===== config.mk =====
export PLATFORM = sky130hd
export DESIGN_NAME = qcnt_ioctl
export DESIGN_NICKNAME = d
export VERILOG_FILES = /design/src/rtl/qio_pkg.sv /design/src/rtl/qio_sync.sv /design/src/rtl/qio_cfg_regs.sv /design/src/rtl/qio_axis.sv /design/src/rtl/qcnt_ioctl.sv
export SDC_FILE = /design/constraint.sdc
export NUM_CORES = 1
export LEC_CHECK = 0
export BUFFER_PORTS_ARGS = -buffer_cell sky130_fd_sc_hd__buf_2
export CORE_MARGIN = 2
export CORE_UTILIZATION = 46
export CTS_CLUSTER_DIAMETER = 40
export DETAILED_ROUTE_END_ITERATION = 8
export PLACE_DENSITY = 0.81
export SLEW_MARGIN = 20
export SYNTH_ARGS = -nofsm -noshare
export SYNTH_HDL_FRONTEND = slang
export SYNTH_HIERARCHICAL = 1
export SYNTH_SLANG_ARGS = --single-unit

===== constraint.sdc =====
create_clock -name clk -period 1 [get_ports clk]
set_input_delay 0.2 -clock clk [delete_from_list [all_inputs] [get_ports clk]]
set_output_delay 0.2 -clock clk [all_outputs]
set_load 0.005 [all_outputs]

===== src/rtl/qio_pkg.sv =====
package qio_pkg;

  localparam logic [1:0] TGT_PINFN = 2'b10;
  localparam logic [1:0] TGT_INDEX = 2'b11;

  typedef enum logic [1:0] {
    FS_CARRY_BORROW = 2'b00,
    FS_CMP_BORROW   = 2'b01,
    FS_CB_DIR       = 2'b10,
    FS_IDX_ERR      = 2'b11
  } flag_sel_e;

  typedef struct packed {
    flag_sel_e flag_sel;  // [4:3]
    logic      rg_gate;   // [2] reset/gate pin is count gate
    logic      ld_latch;  // [1] load pin loads output latch
    logic      ab_en;     // [0] A/B counting allowed
  } pinfn_cfg_t;

  typedef struct packed {
    logic on_rg;     // [2] index on reset/gate pin
    logic pol_high;  // [1] active-high index
    logic en;        // [0] synchronous index enabled
  } index_cfg_t;

endpackage


===== src/rtl/qio_sync.sv =====
module qio_sync #(
  parameter int W      = 4,
  parameter int STAGES = 2
) (
  input  logic         clk,
  input  logic         rst_n,
  input  logic [W-1:0] d,
  output logic [W-1:0] q
);

  logic [STAGES-1:0][W-1:0] chain_q;

  always_ff @(posedge clk or negedge rst_n) begin
    if (!rst_n) begin
      chain_q <= '0;
    end else begin
      chain_q[0] <= d;
      for (int i = 1; i < STAGES; i++) chain_q[i] <= chain_q[i-1];
    end
  end

  assign q = chain_q[STAGES-1];

endmodule


===== src/rtl/qio_cfg_regs.sv =====
module qio_cfg_regs
  import qio_pkg::*;
(
  input  logic       clk,
  input  logic       rst_n,
  input  logic       wr_en,
  input  logic       axis_hit,
  input  logic [7:0] wr_data,
  output pinfn_cfg_t pinfn_q,
  output index_cfg_t index_q
);

  pinfn_cfg_t pinfn_d;
  index_cfg_t index_d;
  logic       sel;

  always_comb begin
    sel     = wr_en & (wr_data[7] | axis_hit);
    pinfn_d = pinfn_q;
    index_d = index_q;
    if (sel && wr_data[6:5] == TGT_PINFN) pinfn_d = pinfn_cfg_t'(wr_data[4:0]);
    if (sel && wr_data[6:5] == TGT_INDEX) index_d = index_cfg_t'(wr_data[2:0]);
  end

  always_ff @(posedge clk or negedge rst_n) begin
    if (!rst_n) begin
      pinfn_q <= '0;
      index_q <= '0;
    end else begin
      pinfn_q <= pinfn_d;
      index_q <= index_d;
    end
  end

endmodule


===== src/rtl/qio_axis.sv =====
module qio_axis
  import qio_pkg::*;
(
  input  logic       clk,
  input  logic       rst_n,
  input  pinfn_cfg_t pinfn,
  input  index_cfg_t index,
  input  logic       qclk_en,
  input  logic       ld_s,
  input  logic       rg_s,
  input  logic       st_carry,
  input  logic       st_borrow,
  input  logic       st_cmp,
  input  logic       st_dir,
  input  logic       st_idx,
  input  logic       st_err,
  output logic       req_ld_cnt,
  output logic       req_ld_latch,
  output logic       req_rst_cnt,
  output logic       ab_gate,
  output logic       flag1,
  output logic       flag2
);

  logic ld_prev_q, rg_prev_q, armed_q;
  logic ld_prev_d, rg_prev_d, armed_d;
  logic ld_rise, rg_rise, idx_pin, idx_act, idx_fire, ld_evt, rg_evt;

  always_comb begin
    ld_rise  = ld_s & ~ld_prev_q;
    rg_rise  = rg_s & ~rg_prev_q;
    idx_pin  = index.on_rg ? rg_s : ld_s;
    idx_act  = index.en & ~(idx_pin ^ index.pol_high);
    idx_fire = idx_act & qclk_en & ~armed_q;

    ld_evt = (index.en && !index.on_rg) ? idx_fire : ld_rise;
    rg_evt = (index.en &&  index.on_rg) ? idx_fire : rg_rise;

    req_ld_cnt   = ld_evt & ~pinfn.ld_latch;
    req_ld_latch = ld_evt &  pinfn.ld_latch;
    req_rst_cnt  = rg_evt & ~pinfn.rg_gate;
    ab_gate      = pinfn.ab_en & (~pinfn.rg_gate | rg_s);

    unique case (pinfn.flag_sel)
      FS_CARRY_BORROW: begin flag1 = st_carry;             flag2 = st_borrow; end
      FS_CMP_BORROW:   begin flag1 = st_cmp;               flag2 = st_borrow; end
      FS_CB_DIR:       begin flag1 = st_carry | st_borrow; flag2 = st_dir;    end
      default:         begin flag1 = st_idx;               flag2 = st_err;    end
    endcase

    ld_prev_d = ld_s;
    rg_prev_d = rg_s;
    armed_d   = idx_act & (armed_q | idx_fire);
  end

  always_ff @(posedge clk or negedge rst_n) begin
    if (!rst_n) begin
      ld_prev_q <= 1'b0;
      rg_prev_q <= 1'b0;
      armed_q   <= 1'b0;
    end else begin
      ld_prev_q <= ld_prev_d;
      rg_prev_q <= rg_prev_d;
      armed_q   <= armed_d;
    end
  end

endmodule


===== src/rtl/qcnt_ioctl.sv =====
module qcnt_ioctl
  import qio_pkg::*;
#(
  parameter int NAXIS       = 2,
  parameter int SYNC_STAGES = 2,
  localparam int AW         = (NAXIS > 1) ? $clog2(NAXIS) : 1
) (
  input  logic             clk,
  input  logic             rst_n,
  input  logic             wr_en,
  input  logic [AW-1:0]    wr_axis,
  input  logic [7:0]       wr_data,
  input  logic [NAXIS-1:0] qclk_en,
  input  logic [NAXIS-1:0] pin_ld,
  input  logic [NAXIS-1:0] pin_rg,
  input  logic [NAXIS-1:0] st_carry,
  input  logic [NAXIS-1:0] st_borrow,
  input  logic [NAXIS-1:0] st_cmp,
  input  logic [NAXIS-1:0] st_dir,
  input  logic [NAXIS-1:0] st_idx,
  input  logic [NAXIS-1:0] st_err,
  output logic [NAXIS-1:0] req_ld_cnt,
  output logic [NAXIS-1:0] req_ld_latch,
  output logic [NAXIS-1:0] req_rst_cnt,
  output logic [NAXIS-1:0] ab_gate,
  output logic [NAXIS-1:0] flag1,
  output logic [NAXIS-1:0] flag2
);

  logic [1:0]             rst_sync_q;
  logic                   rst_n_i;
  logic [NAXIS-1:0]       ld_s, rg_s;
  pinfn_cfg_t [NAXIS-1:0] pinfn_q;
  index_cfg_t [NAXIS-1:0] index_q;

  always_ff @(posedge clk or negedge rst_n) begin
    if (!rst_n) rst_sync_q <= 2'b00;
    else        rst_sync_q <= {rst_sync_q[0], 1'b1};
  end
  assign rst_n_i = rst_sync_q[1];

  qio_sync #(.W(2*NAXIS), .STAGES(SYNC_STAGES)) u_sync (
    .clk   (clk),
    .rst_n (rst_n_i),
    .d     ({pin_rg, pin_ld}),
    .q     ({rg_s, ld_s})
  );

  for (genvar a = 0; a < NAXIS; a++) begin : g_axis
    qio_cfg_regs u_cfg (
      .clk      (clk),
      .rst_n    (rst_n_i),
      .wr_en    (wr_en),
      .axis_hit (wr_axis == AW'(a)),
      .wr_data  (wr_data),
      .pinfn_q  (pinfn_q[a]),
      .index_q  (index_q[a])
    );

    qio_axis u_axis (
      .clk          (clk),
      .rst_n        (rst_n_i),
      .pinfn        (pinfn_q[a]),
      .index        (index_q[a]),
      .qclk_en      (qclk_en[a]),
      .ld_s         (ld_s[a]),
      .rg_s         (rg_s[a]),
      .st_carry     (st_carry[a]),
      .st_borrow    (st_borrow[a]),
      .st_cmp       (st_cmp[a]),
      .st_dir       (st_dir[a]),
      .st_idx       (st_idx[a]),
      .st_err       (st_err[a]),
      .req_ld_cnt   (req_ld_cnt[a]),
      .req_ld_latch (req_ld_latch[a]),
      .req_rst_cnt  (req_rst_cnt[a]),
      .ab_gate      (ab_gate[a]),
      .flag1        (flag1[a]),
      .flag2        (flag2[a])
    );
  end

endmodule


==> out/qor.csv, run 1 <==
metric;value;unit
fillers;214;
drt_iter0_drc;31;
yosysTopAreaCell;dfrtp_1;
gp_congestion;0.7133;
ys_seq_area_share;54.33;%
p_total;3.240;mW
port_buffers;41;
min_from;wr_data[4];
grt_pass1_wl;5188;µm
status;finished, violations left;
synth_seq_cells;32;
max_stage_delay;0.46;ns
grt_pass1_vias;1155;
synthXorXnorAreaFrac;2.377;%
dieArea;3673;µm²
vias;1111;
yosysTopAreaCellShare;54.33;%
place_area;1822;µm²
rsz0062_at_grt;yes;
die_x;60.61;µm
drv_cap;0;
p_per_area;1597;nW/µm²
synth_mux_area_share;20.20;%
crit_path_cell_trace;xnor2_2 -> nand4b_1 -> a21boi_1 -> buf_2;
synthCells;112;
fin_nets;207;
post-route-period-util;155.6;%
synthTopCellsByArea;dfrtp_1 (54%), mux2_4 (10%), mux2i_1 (5.4%);
wl;3025;µm
min_to;g_axis[0].u_cfg/pinfn_q[4]$_DFFE_PN0P_;
path_max_fanout;5;
antenna_found_initial;0;
max_freq;642.9;MHz
hold_viol_final;0;
syn2layout_area_growth;37.61;%
critPathRequiredTime;0.80;ns
initial_core_util;48.28;%
wire_per_inst;13.81;µm
syn_avg_cell_area;13.16;µm²
synth_compound_area_share;9.508;%
final.setup.worst_slack;-0.5555;ns
yosys.area_share.adder;0;%
rows;20;
viasPerCell;5.073;
drt_first_pass_iters;4;
drive_above_1_share;62.86;%
clk_pin_slew;0.09;ns
overflow;0;
reg2reg_slack;-0.08;ns
layout_min_cycle_time;1.556;ns
dp_hpwl;2205;µm
htreeDepth;2;
instances_no_fill;219;
die_h;60.61;µm
r2r_start;g_axis[0].u_cfg/index_q[2]$_DFFE_PN0P_;
cts_made_buffers;5;
post-route-drc-count;0;
p_leak;0.9464;nW
grt.total_usage;19.99;%
setup_violations;14;
ys_warn_count;6;
cts_num_sinks;32;
synth_cell_types;23;
slew_viol_final;0;
n_antenna_cell;0;
grt_max_degree;31;
synth_top_family_by_area;multiplexers;
peakVddDrop;0.5868;mV
cp-end-kind;output port;
yosys.area_share.simple;10.53;%
cts_tree;yes;
clock_path_buffers;2;
core_area;3053;µm²
syn-cell-area;1474;µm²
min_path_cells;2;
violations;setup timing;
start_kind;flop;
hold_path_class;in -> reg;
skew;0.01012;ns
root_buffer;clkbuf_4;
syn_nets;142;
slowest_stage;dfrtp_2;
worstSetupPathType;reg -> out;
reg2reg_to;g_axis[0].u_axis/armed_q$_DFF_PN0_;
hold_ws;0.1278;ns
place_inst;204;
crit_arrival;1.36;ns
antenna_left;0;
finalInstanceArea;2028;µm²
setup_tns;-5.122;ns
io_pins;42;
clk_latency;0.32;ns
rr_worst_depth;4;
## logic make-up (layout without fill, tap and decap cells)
family / Yosys count / after routing
other: 1 / 1
xor gates and xnor gates: 4 / 4
and+or+nand+nor: 26 / 26
DFF: 32 / 32
muxes: 24 / 24
buffers and inverters: 7 / 70
AOI/OAI and AO/OA: 18 / 18
## metrics by stage
stage | utilization (%) | worst slack (ns)
after floorplan | - | -0.08457
after global placement | 59.67 | -0.1906
after detailed placement | 59.67 | -0.2499
after CTS | 65.33 | -0.5544
after global routing | 66.43 | -0.6555
final | 66.43 | -0.5555
## placed cells by master, fill, tap and decap left out, types with 2 or more instances in the layout
cell type | netlist | layout
a21oi_1 | 6 | 4
o211ai_2 | 2 | 2
nor2_1 | 6 | 5
mux2i_1 | 8 | 6
a21boi_1 | 0 | 2
dfrtp_2 | 0 | 8
nor3_1 | 4 | 3
dlygate4sd3_1 | 0 | 5
a21oi_2 | 0 | 2
mux2_4 | 10 | 10
buf_4 | 4 | 11
inv_2 | 0 | 2
o2111ai_2 | 2 | 2
dfrtp_1 | 32 | 24
mux2_2 | 6 | 6
buf_2 | 0 | 41
nand2b_1 | 2 | 2
nand4b_1 | 2 | 2
xnor2_2 | 0 | 2
a21boi_2 | 0 | 2
nand3b_1 | 2 | 2
xnor2_1 | 4 | 2
a211oi_2 | 0 | 2
nor2_4 | 2 | 2
o21ai_0 | 2 | 2
nor2b_1 | 4 | 2
buf_6 | 0 | 4
clkbuf_4 | 0 | 5
## worst max-delay path, delay by kind of cell, from the launching register on
kind / cells / cell delay, ns
AO/OA/AOI/OAI: 1 / 0.14
XOR/XNOR: 1 / 0.15
buffers and inverters: 1 / 0.12
flip-flops: 1 / 0.46
AND/OR/NAND/NOR: 1 / 0.16
## flip-flops by register name, indices dropped and copies added, names as in the netlist
name,cells
g_axis.u_axis/armed_q,2
g_axis.u_axis/ld_prev_q,2
g_axis.u_axis/rg_prev_q,2
g_axis.u_cfg/index_q,6
g_axis.u_cfg/pinfn_q,10
rst_sync_q,2
u_sync/chain_q,4
u_sync/q,4
## synthesized netlist by cell type
master / instances
nor2b_1: 4
o211ai_2: 2
mux2_4: 10
dfrtp_1: 32
mux2_2: 6
a21oi_1: 6
a21boi_0: 4
mux2i_1: 8
buf_4: 4
o2111ai_2: 2
nand4b_1: 2
a211oi_1: 2
nand3b_1: 2
and2_1: 2
nor2_4: 2
nand2b_1: 2
conb_1: 1
xnor2_1: 4
inv_1: 3
o21ai_0: 2
nor3_1: 4
nor2_1: 6
nand2_1: 2
## cell type report
| type | count | area, µm² | share of cell area [%] |
|---|---|---|---|
| Inverter | 3 | 11.26 | 0.5552 |
| Timing Repair Buffer | 62 | 402.9 | 19.86 |
| Multi-Input combinational cell | 73 | 710.7 | 35.04 |
| Clock buffer | 5 | 37.54 | 1.851 |
| Tap cell | 44 | 55.05 | 2.714 |
| Sequential cell | 32 | 810.8 | 39.98 |
## layer usage
layer  wire [µm]  track usage [%]  share of wire (%)
met5           0                0                  0
met4          48            9.938                1.6
met1        1251            24.06                 41
met3         183            5.544                6.0
met2        1541            33.03                 51
## power by group
part           switching, mW  total (mW)  internal (mW)
registers              0.211        1.70           1.49
logic                  0.326       0.935          0.609
clock network          0.371       0.605          0.234
total                  0.908        3.24           2.33
## how the worst max path moves through the flow
| stage | to | slack, ns | cells past startpoint | startpoint |
|---|---|---|---|---|
| 6_report | req_ld_latch[0] | -0.56 | 4 | g_axis[0].u_cfg/index_q[1]$_DFFE_PN0P_ |
| 5_1_grt | req_ld_cnt[1] | -0.66 | 4 | g_axis[1].u_cfg/index_q[1]$_DFFE_PN0P_ |
| 4_1_cts | req_ld_latch[1] | -0.55 | 4 | g_axis[1].u_cfg/index_q[1]$_DFFE_PN0P_ |
| 3_5_place_dp | req_ld_latch[1] | -0.25 | 4 | g_axis[1].u_cfg/index_q[1]$_DFFE_PN0P_ |
| 3_3_place_gp | req_ld_latch[1] | -0.19 | 4 | g_axis[1].u_cfg/index_q[1]$_DFFE_PN0P_ |
| 2_1_floorplan | req_ld_latch[0] | -0.08 | 4 | u_sync/q[0]$_DFF_PN0_ |
## timing repair
action / CTS / global route
resized for setup: 20 / 11
endpoints found under the setup margin: 14 / 14
hold endpoints to repair: 6 / 0
hold buffers: 5 / 0
pin swaps: 12 / 0
setup buffers: 4 / 2
No activity file was read; power rests on OpenSTA's default activity.
==> inputs of run 2 (changes only) <==
CORE_UTILIZATION = 48   (was 46)
CTS_BUF_LIST = sky130_fd_sc_hd__clkbuf_4   (was not set)
PLACE_DENSITY = 0.84   (was 0.81)
==> run 2 against run 1 <==
Net effect: the flow still finishes with violations (setup timing); flip-flop and latch count did not move; non-clock buffer count shrank 2; wire length decreased by 0.99%; worst hold slack lost 0.0093 ns; first-iteration DRC count fell by 55%; setup slack worse by 0.012 ns; clock skew is 0.0034 ns higher; design area decreased by 2.0%; fmax is 0.76% lower; combinational power fell by 3.5%; critical path type unchanged; critical endpoint is now req_rst_cnt[1]; highest routed layer unchanged.
==> out/qor.csv, run 2 (synthesis gave the netlist of run 1 again) <==
metric;value;unit
dp_hpwl;2194;µm
overflow;0;
instances_no_fill;208;
crit_arrival;1.37;ns
drt_iter0_drc;14;
initial_core_util;49.50;%
vias;1068;
peakVddDrop;0.7036;mV
n_antenna_cell;0;
wl;2995;µm
grt_pass1_vias;1158;
min_path_cells;2;
max_freq;638.0;MHz
reg2reg_to;g_axis[1].u_axis/armed_q$_DFF_PN0_;
top_register;g_axis.u_cfg/pinfn_q;
swShare;28.54;%
cts_made_buffers;5;
clk_pin_slew;0.09;ns
wire_per_inst;14.40;µm
final_common_cell;buf_2;
max_stage_delay;0.44;ns
dieArea;3530;µm²
root_buffer;clkbuf_4;
setup_tns;-5.300;ns
path_max_fanout;5;
syn2layout_area_growth;34.81;%
combPwrFrac;27.9;%
layout_min_cycle_time;1.568;ns
p_switching;0.9229;mW
antenna_found_initial;0;
r2r_start;g_axis[1].u_cfg/index_q[2]$_DFFE_PN0P_;
io_pins;42;
die_h;59.42;µm
reg_top3;g_axis.u_cfg/pinfn_q (10), g_axis.u_cfg/index_q (6);
fin_nets;205;
drive_above_1_share;61.14;%
final.setup.worst_slack;-0.5675;ns
post-route-period-util;156.8;%
cp-end-kind;output port;
die_x;59.42;µm
min_from;wr_data[3];
critPathRequiredTime;0.80;ns
core_area;2978;µm²
antenna_left;0;
cts_tree;yes;
htreeDepth;2;
hold_path_class;in -> reg;
rows;20;
p_leak;0.9364;nW
setup_violations;14;
rsz0062_at_grt;yes;
status;finished, violations left;
clk_latency;0.33;ns
skew;0.01349;ns
viasPerCell;5.135;
drt_first_pass_iters;3;
crit_path_cell_trace;nor2b_1 -> mux2i_1 -> nor3_1 -> buf_2;
port_buffers;41;
reg2reg_slack;-0.19;ns
p_int;2.311;mW
slew_viol_final;0;
worstSetupPathType;reg -> out;
pwr-share-clk;20.0;%
start_kind;flop;
clock_path_buffers;2;
grt.total_usage;19.99;%
slowest_stage;dfrtp_2;
drv_cap;0;
place_inst;192;
cts_num_sinks;32;
final_cell_mix;buf_2 (41), dfrtp_1 (24), buf_4 (10), mux2_4 (10), dfrtp_2 (8);
p_per_area;1628;nW/µm²
hold_viol_final;0;
grt_pass1_wl;5016;µm
gp_congestion;0.7422;
min_to;g_axis[1].u_cfg/pinfn_q[3]$_DFFE_PN0P_;
rr_worst_depth;5;
seq_power_share;52.1;%
largest_register_ffs;10;
post-route-drc-count;0;
violations;setup timing;
final_core_utilization;66.72;%
grt_max_degree;31;
## run 2: worst max-delay path: cells and delay by family, from the launching register on
kind	cells	cell delay, ns
AND/OR/NAND/NOR	2	0.37
flip-flops	1	0.44
buffers and inverters	1	0.14
multiplexers	1	0.10
## run 2: cell type report
cell class              count  area [µm²]
fillers                   212       991.0
flip-flops and latches     32       810.8
multi-input cells          73       703.2
repair buffers             60       375.4
well taps                  33       41.29
clock buffers               5       37.54
inverters                   3       11.26
clock inverters             2       7.507
## run 2: power groups by stage
| stage | clock (mW) | combinational, mW | sequential [mW] |
|---|---|---|---|
| after detailed placement | 0 | 0.765 | 1.69 |
| after floorplan | 0 | 0.500 | 1.65 |
| after global routing | 0.736 | 0.988 | 1.72 |
| after global placement | 0 | 0.729 | 1.68 |
| after CTS | 0.672 | 0.823 | 1.68 |
| final | 0.646 | 0.902 | 1.69 |
## run 2: repair_timing
item | 4_1_cts | 5_1_grt
pin swaps | 11 | 5
hold buffers | 5 | 0
setup buffers | 2 | 4
endpoints found under the hold margin | 6 | 0
setup endpoints to repair | 14 | 14
cloned | 0 | 0
gates resized for setup | 12 | 16
## run 2: per-layer routing
layer	up-vias	part of all wire (%)	global-route usage, %
met1	511	42	22.73
met4	0	2.2	9.740
met2	32	50	33.59
met5	-	0	0
met3	5	6.3	6.550
li1	520	-	-
## run 2: per-stage QoR
step,power [mW],cell area (µm²),worst slack [ns],hold WS [ns]
5_1_grt,3.443,1987,-0.6479,0.1010
4_1_cts,3.171,1918,-0.5688,0.1034
3_5_place_dp,2.454,1788,-0.2598,-0.007910
2_1_floorplan,2.152,1511,-0.08457,-0.09559
6_report,3.234,1987,-0.5675,0.1184
3_3_place_gp,2.407,1788,-0.1957,-0.01541
## run 2: worst max path at each step
| stage | from | endpoint | slack (ns) |
|---|---|---|---|
| floorplan | u_sync/q[0]$_DFF_PN0_ | req_ld_latch[0] | -0.08 |
| global placement | g_axis[1].u_cfg/index_q[1]$_DFFE_PN0P_ | req_ld_latch[1] | -0.20 |
| detailed placement | g_axis[0].u_cfg/index_q[1]$_DFFE_PN0P_ | req_ld_latch[0] | -0.26 |
| CTS | g_axis[0].u_cfg/index_q[1]$_DFFE_PN0P_ | req_ld_latch[0] | -0.57 |
| global route | u_sync/q[3]$_DFF_PN0_ | req_rst_cnt[1] | -0.65 |
| finish | u_sync/q[3]$_DFF_PN0_ | req_rst_cnt[1] | -0.57 |
